--- src/rtl/nvram_pkg.sv ---
package nvram_pkg;

  typedef enum logic [2:0] {
    ST_IDLE  = 3'd0,
    ST_RD    = 3'd1,
    ST_WSU   = 3'd2,
    ST_WR    = 3'd3,
    ST_ACK   = 3'd4
  } nv_state_e;

  // clocks needed to cover a minimum time, rounded up, never below one
  function automatic int unsigned min_clks(input int unsigned ns, input int unsigned mhz);
    int unsigned c;
    c = (ns * mhz + 999) / 1000;
    return (c == 0) ? 1 : c;
  endfunction

endpackage

--- src/rtl/nvram_pwr_gate.sv ---
module nvram_pwr_gate #(
  parameter int unsigned SYNC_STAGES  = 2,
  parameter int unsigned STARTUP_CLKS = 200000
) (
  input  logic clk,
  input  logic rst_n,
  input  logic pwr_good,
  output logic armed
);

  localparam int unsigned CW = $clog2(STARTUP_CLKS + 1);
  localparam logic [CW-1:0] CNT_FULL = CW'(STARTUP_CLKS);

  logic [SYNC_STAGES-1:0] sync_q, sync_d;
  logic [CW-1:0]          cnt_q, cnt_d;
  logic                   pg_s;
  logic                   cnt_en;

  assign pg_s = sync_q[SYNC_STAGES-1];

  always_comb begin
    sync_d = {sync_q[SYNC_STAGES-2:0], pwr_good};
  end

  always_comb begin
    cnt_en = 1'b0;
    cnt_d  = cnt_q;
    if (!pg_s) begin
      cnt_en = 1'b1;
      cnt_d  = '0;
    end else if (cnt_q != CNT_FULL) begin
      cnt_en = 1'b1;
      cnt_d  = cnt_q + 1'b1;
    end
  end

  always_ff @(posedge clk or negedge rst_n) begin
    if (!rst_n) begin
      sync_q <= '0;
    end else begin
      sync_q <= sync_d;
    end
  end

  always_ff @(posedge clk or negedge rst_n) begin
    if (!rst_n) begin
      cnt_q <= '0;
    end else if (cnt_en) begin
      cnt_q <= cnt_d;
    end
  end

  assign armed = pg_s && (cnt_q == CNT_FULL);

  AST_OUTAGE_DISARMS: assert property (@(posedge clk) disable iff (!rst_n)
    !pg_s |=> !armed);

endmodule

--- src/rtl/nvram_access_fsm.sv ---
module nvram_access_fsm
  import nvram_pkg::*;
#(
  parameter int unsigned AW       = 19,
  parameter int unsigned DW       = 8,
  parameter int unsigned CYC_CLKS = 4
) (
  input  logic          clk,
  input  logic          rst_n,
  input  logic          armed,
  input  logic          req,
  input  logic          req_we,
  input  logic [AW-1:0] req_addr,
  input  logic [DW-1:0] req_wdata,
  output logic          ack,
  output logic [DW-1:0] rdata,
  output logic [AW-1:0] mem_addr,
  output logic          mem_ce_n,
  output logic          mem_we_n,
  output logic          mem_oe_n,
  output logic [DW-1:0] mem_dq_o,
  output logic          mem_dq_oe,
  input  logic [DW-1:0] mem_dq_i
);

  localparam int unsigned CCW = $clog2(CYC_CLKS + 1);
  localparam logic [CCW-1:0] CYC_LAST = CCW'(CYC_CLKS - 1);

  nv_state_e     st_q, st_d;
  logic [CCW-1:0] cyc_q, cyc_d;
  logic          lat_en, cap_en;
  logic [AW-1:0] addr_q;
  logic [DW-1:0] wdata_q, rdata_q;

  // next-state logic
  always_comb begin
    st_d   = st_q;
    cyc_d  = cyc_q;
    lat_en = 1'b0;
    cap_en = 1'b0;
    unique case (st_q)
      ST_IDLE: begin
        if (req && armed) begin
          lat_en = 1'b1;
          cyc_d  = '0;
          st_d   = req_we ? ST_WSU : ST_RD;
        end
      end
      ST_RD: begin
        if (!armed) begin
          st_d = ST_IDLE;
        end else if (cyc_q == CYC_LAST) begin
          cap_en = 1'b1;
          st_d   = ST_ACK;
        end else begin
          cyc_d = cyc_q + 1'b1;
        end
      end
      ST_WSU: begin
        if (!armed) begin
          st_d = ST_IDLE;
        end else begin
          cyc_d = '0;
          st_d  = ST_WR;
        end
      end
      ST_WR: begin
        if (!armed) begin
          st_d = ST_IDLE;
        end else if (cyc_q == CYC_LAST) begin
          st_d = ST_ACK;
        end else begin
          cyc_d = cyc_q + 1'b1;
        end
      end
      ST_ACK:  st_d = ST_IDLE;
      default: st_d = ST_IDLE;
    endcase
  end

  // registers
  always_ff @(posedge clk or negedge rst_n) begin
    if (!rst_n) begin
      st_q  <= ST_IDLE;
      cyc_q <= '0;
    end else begin
      st_q  <= st_d;
      cyc_q <= cyc_d;
    end
  end

  always_ff @(posedge clk or negedge rst_n) begin
    if (!rst_n) begin
      addr_q  <= '0;
      wdata_q <= '0;
    end else if (lat_en) begin
      addr_q  <= req_addr;
      wdata_q <= req_wdata;
    end
  end

  always_ff @(posedge clk or negedge rst_n) begin
    if (!rst_n) begin
      rdata_q <= '0;
    end else if (cap_en) begin
      rdata_q <= mem_dq_i;
    end
  end

  // pin decode, gated by power state so an outage forces strobes inactive
  assign mem_ce_n  = !(armed && (st_q == ST_RD || st_q == ST_WSU || st_q == ST_WR));
  assign mem_we_n  = !(armed && st_q == ST_WR);
  assign mem_oe_n  = !(armed && st_q == ST_RD);
  assign mem_dq_oe = armed && (st_q == ST_WSU || st_q == ST_WR);
  assign mem_dq_o  = wdata_q;
  assign mem_addr  = addr_q;
  assign ack       = (st_q == ST_ACK);
  assign rdata     = rdata_q;

  AST_WE_SETUP: assert property (@(posedge clk) disable iff (!rst_n)
    $fell(mem_we_n) |-> $past(mem_dq_oe) && $past(!mem_ce_n));

  AST_ACK_ONE: assert property (@(posedge clk) disable iff (!rst_n)
    ack |=> !ack);

  AST_ACK_DESEL: assert property (@(posedge clk) disable iff (!rst_n)
    ack |-> mem_ce_n);

  AST_ADDR_HOLD: assert property (@(posedge clk) disable iff (!rst_n)
    (!mem_ce_n && $past(!mem_ce_n)) |-> $stable(mem_addr));

  AST_NO_CONTENTION: assert property (@(posedge clk) disable iff (!rst_n)
    !mem_oe_n |-> (mem_we_n && !mem_dq_oe));

endmodule

--- src/rtl/nvram_ctrl.sv ---
module nvram_ctrl
  import nvram_pkg::*;
#(
  parameter int unsigned ADDR_W       = 19,
  parameter int unsigned DATA_W       = 8,
  parameter int unsigned CLK_MHZ      = 100,
  parameter int unsigned MIN_CYCLE_NS = 35,
  parameter int unsigned STARTUP_US   = 2000,
  parameter int unsigned SYNC_STAGES  = 2
) (
  input  logic              clk,
  input  logic              rst_n,
  input  logic              pwr_good,
  input  logic              req,
  input  logic              req_we,
  input  logic [ADDR_W-1:0] req_addr,
  input  logic [DATA_W-1:0] req_wdata,
  output logic              ack,
  output logic [DATA_W-1:0] rdata,
  output logic [ADDR_W-1:0] mem_addr,
  output logic              mem_ce_n,
  output logic              mem_we_n,
  output logic              mem_oe_n,
  output logic [DATA_W-1:0] mem_dq_o,
  output logic              mem_dq_oe,
  input  logic [DATA_W-1:0] mem_dq_i
);

  localparam int unsigned CYC_CLKS     = min_clks(MIN_CYCLE_NS, CLK_MHZ);
  localparam int unsigned STARTUP_CLKS = STARTUP_US * CLK_MHZ;

  logic armed;

  nvram_pwr_gate #(
    .SYNC_STAGES (SYNC_STAGES),
    .STARTUP_CLKS(STARTUP_CLKS)
  ) u_pwr (
    .clk     (clk),
    .rst_n   (rst_n),
    .pwr_good(pwr_good),
    .armed   (armed)
  );

  nvram_access_fsm #(
    .AW      (ADDR_W),
    .DW      (DATA_W),
    .CYC_CLKS(CYC_CLKS)
  ) u_fsm (
    .clk      (clk),
    .rst_n    (rst_n),
    .armed    (armed),
    .req      (req),
    .req_we   (req_we),
    .req_addr (req_addr),
    .req_wdata(req_wdata),
    .ack      (ack),
    .rdata    (rdata),
    .mem_addr (mem_addr),
    .mem_ce_n (mem_ce_n),
    .mem_we_n (mem_we_n),
    .mem_oe_n (mem_oe_n),
    .mem_dq_o (mem_dq_o),
    .mem_dq_oe(mem_dq_oe),
    .mem_dq_i (mem_dq_i)
  );

  AST_POWER_GATED: assert property (@(posedge clk) disable iff (!rst_n)
    !armed |-> (mem_ce_n && mem_we_n));

  AST_ACK_NEEDS_POWER: assert property (@(posedge clk) disable iff (!rst_n)
    ack |-> $past(armed));

endmodule

--- config.mk ---
export PLATFORM = sky130hd
export DESIGN_NAME = nvram_ctrl
export DESIGN_NICKNAME = d
export VERILOG_FILES = /design/src/rtl/nvram_pkg.sv /design/src/rtl/nvram_pwr_gate.sv /design/src/rtl/nvram_access_fsm.sv /design/src/rtl/nvram_ctrl.sv
export SDC_FILE = /design/constraint.sdc
export NUM_CORES = 1
export LEC_CHECK = 0
export BUFFER_PORTS_ARGS = -buffer_cell sky130_fd_sc_hd__buf_2
export CAP_MARGIN = 30
export CORE_MARGIN = 2
export CORE_UTILIZATION = 51
export DETAILED_ROUTE_END_ITERATION = 10
export GPL_ROUTABILITY_DRIVEN = 1
export PLACE_DENSITY = 0.83
export SLEW_MARGIN = 5
export SYNTH_ARGS = -nofsm -noshare
export SYNTH_HDL_FRONTEND = slang
export SYNTH_SLANG_ARGS = --single-unit
--- constraint.sdc ---
create_clock -name clk -period 2.9 [get_ports clk]
set_input_delay 0.58 -clock clk [delete_from_list [all_inputs] [get_ports clk]]
set_output_delay 0.58 -clock clk [all_outputs]
set_load 0.01 [all_outputs]
==> flow_metrics.tcl <==
set metrics [dict create \
    outcome "finished, final reports clean" \
    required_ns 2.32 \
    crit_type "flip-flop to output port" \
    drt_iter0_drc 140 \
    clk_pin_slew_ns 0.07 \
    cts_resized 0 \
    start_kind "flip-flop" \
    leakage_nw 1.77 \
    stdcell_count 386 \
    yosysWarnings 0 \
    hold_buffers 0 \
    drc 0 \
    path_cells "nor2b_1, nand4_1, nor2_1, o21ai_0, buf_2" \
    ys_seq_area_share_pct 56.1 \
    setup_viol 0 \
    cts_root_buf "clkbuf_8" \
    reg2reg_from "u_pwr.cnt_q[0]$_DFFE_PN0P_" \
    place.gp.congestion 0.889 \
    syn_to_final_growth_pct 25.2 \
    fin_util_pct 66.3 \
    die_height_um 77.0 \
    ys_ff_latch 61 \
    io_buffers 79 \
    slowest_delay_ns 0.53 \
    worst_slew_pin_slew_ns 0.627 \
    vias 2008 \
    clockBufferDepth 2 \
    dp.cells 370 \
    slew_viol_final 0 \
    finalHoldViolCount 0 \
    ys_types 32 \
    syn_area_mm2 0.00272 \
    syn_area_per_cell_um2 12.1 \
    nNetsFinal 356 \
    antennaDiodeCount 0 \
    drtAntennaViolNets 0 \
    globalRouteOverflowTotal 0 \
    crit_path_end_kind "output port" \
    slew-limit-headroom_pct 58.0 \
    reg2reg_to "u_fsm.rdata[0]$_DFFE_PN0P_" \
    cts_tree "built" \
    firstDrtPassIters 4 \
    maxClockFrequency_mhz 391 \
    reg2reg_setup_slack_ns 0.69 \
    syn_nets 268 \
    cp_slowest_cell "dfrtp_1" \
    ios 80 \
    antenna_found_initial 0 \
    skew_ns 0.0108 \
    clock_sinks 61 \
    cap_viol_max_count 0 \
    cts_max_level 3 \
    grt_pass1_vias 2021 \
    core_mm2 0.00514 \
    cts_buffers 9 \
    final_common_cell "buf_2" \
    fin_setup_tns_ns 0 \
    period_share_pct 88.3 \
    fp.dieArea_mm2 0.00594 \
    grt_max_degree 43 \
    rsz0062_at_grt "false" \
    drive_gt1_share_pct 43.7 \
    cts_setup_buffers 0 \
    grt_pass1_wl_um 9320 \
    via_per_inst 5.20 \
    vdd_drop_max_uv 323 \
    row_count 26 \
    floorplan.initialDensity_pct 52.9 \
    hold_path.class "primary input to asynchronous set/reset pin" \
    mostFrequentLayoutCells "buf_2 (79), dfrtp_1 (61), mux2_2 (35), nor2_1 (17), nand2_1 (17)" \
    rr_worst_depth 6 \
    netlist_instances 224 \
    die_w_um 77.0 \
    crit_fanout 12 \
    p_total_mw 1.69 \
    power_density_mw_per_mm2 495 \
    clk_latency_ns 0.35 \
    track_usage_pct 20.3 \
    wirelength_um 5480 \
    dp_hpwl_um 3960 \
    wire_per_inst_um 14.2 \
    min_period_ns 2.56 \
    cp.arrival_ns 1.98 \
]
==> flip-flops by register name, summed over array words and instances (netlist names) <==
| signal | count |
|---|---|
| u_fsm.mem_addr | 19 |
| u_fsm.mem_dq_o | 8 |
| u_fsm.cyc_q | 3 |
| u_fsm.st_q | 3 |
| u_pwr.cnt_q | 18 |
| u_fsm.rdata | 8 |
| u_pwr.sync_q | 2 |
==> cell usage after synthesis, drive strengths merged <==
cell type | number | area [um2]
a2111o | 1 | 11.3
a21oi | 2 | 10.0
a22o | 3 | 26.3
and2 | 2 | 12.5
and3 | 3 | 18.8
and4b | 1 | 10.0
buf | 2 | 22.5
clkbuf | 4 | 15.0
dfrtp | 61 | 1530
ha | 4 | 50.1
inv | 10 | 37.5
mux2 | 35 | 394
mux2i | 4 | 40.0
nand2 | 17 | 63.8
nand2b | 2 | 12.5
nand3 | 10 | 50.1
nand3b | 1 | 7.51
nand4 | 5 | 46.3
nor2 | 17 | 63.8
nor2b | 3 | 18.8
nor3 | 13 | 81.3
nor4 | 4 | 25.0
nor4b | 2 | 38.8
o21ai | 3 | 15.0
o22ai | 2 | 12.5
or3 | 1 | 6.26
xnor2 | 9 | 78.8
xor2 | 3 | 26.3
==> logic make-up after synthesis <==
| family | synth area share (%) |
|---|---|
| adders and majority gates | 1.84 |
| AOI/OAI and AO/OA | 2.76 |
| DFF | 56.1 |
| buffers and inverters | 2.76 |
| muxes | 16.0 |
| and+or+nand+nor | 16.7 |
| xor gates and xnor gates | 3.86 |
==> where the power goes <==
part           switching, mW  internal [mW]  total [mW]
combinational         0.0345         0.0298      0.0643
clock                  0.323          0.435       0.758
sequential           0.00774          0.856       0.863
total                  0.365           1.32        1.69
==> worst max-delay path: cells and delay by family (launching register included) <==
kind | cells | cell delay, ns
simple gates | 3 | 0.85
buf+inv | 1 | 0.15
compound gates | 1 | 0.11
flops | 1 | 0.53
==> how the worst max path moves through the flow <==
stage | start | to | slack [ns] | cells past startpoint
2_1_floorplan | u_pwr.cnt_q[0]$_DFFE_PN0P_ | mem_we_n | 0.75 | 6
3_3_place_gp | u_pwr.cnt_q[0]$_DFFE_PN0P_ | u_fsm.rdata[6]$_DFFE_PN0P_ | 0.75 | 6
3_5_place_dp | u_pwr.cnt_q[0]$_DFFE_PN0P_ | u_fsm.rdata[0]$_DFFE_PN0P_ | 0.66 | 6
4_1_cts | u_pwr.cnt_q[0]$_DFFE_PN0P_ | mem_ce_n | 0.34 | 7
5_1_grt | u_pwr.sync_q[1]$_DFF_PN0_ | mem_ce_n | 0.05 | 5
6_report | u_pwr.sync_q[1]$_DFF_PN0_ | mem_ce_n | 0.34 | 5
==> through the flow <==
step	hold slack (ns)	setup slack, ns	cell area, um2
5_1_grt	0.0958	0.0504	3410
6_report	0.0934	0.340	3410
3_5_place_dp	0.336	0.657	3190
2_1_floorplan	0.284	0.752	2720
4_1_cts	0.332	0.343	3390
3_3_place_gp	0.331	0.745	3190
==> routing by layer <==
| layer | share of wire [%] | track usage (%) | up-vias |
|---|---|---|---|
| met5 | 0 | 0 | - |
| met4 | 3.5 | 12.9 | 0 |
| met3 | 4.9 | 5.53 | 20 |
| met2 | 50 | 32.8 | 56 |
| met1 | 41 | 24.1 | 970 |
| li1 | - | - | 962 |
==> area by class of cell <==
cell class	instances	area (um2)
clock buffers	11	151
clock inverters	4	47.5
fillers	401	1730
inverters	10	37.5
multi-input cells	147	1120
flip-flops and latches	61	1530
well taps	70	87.6
repair buffers	83	438
No activity file was read; power rests on OpenSTA's default activity.
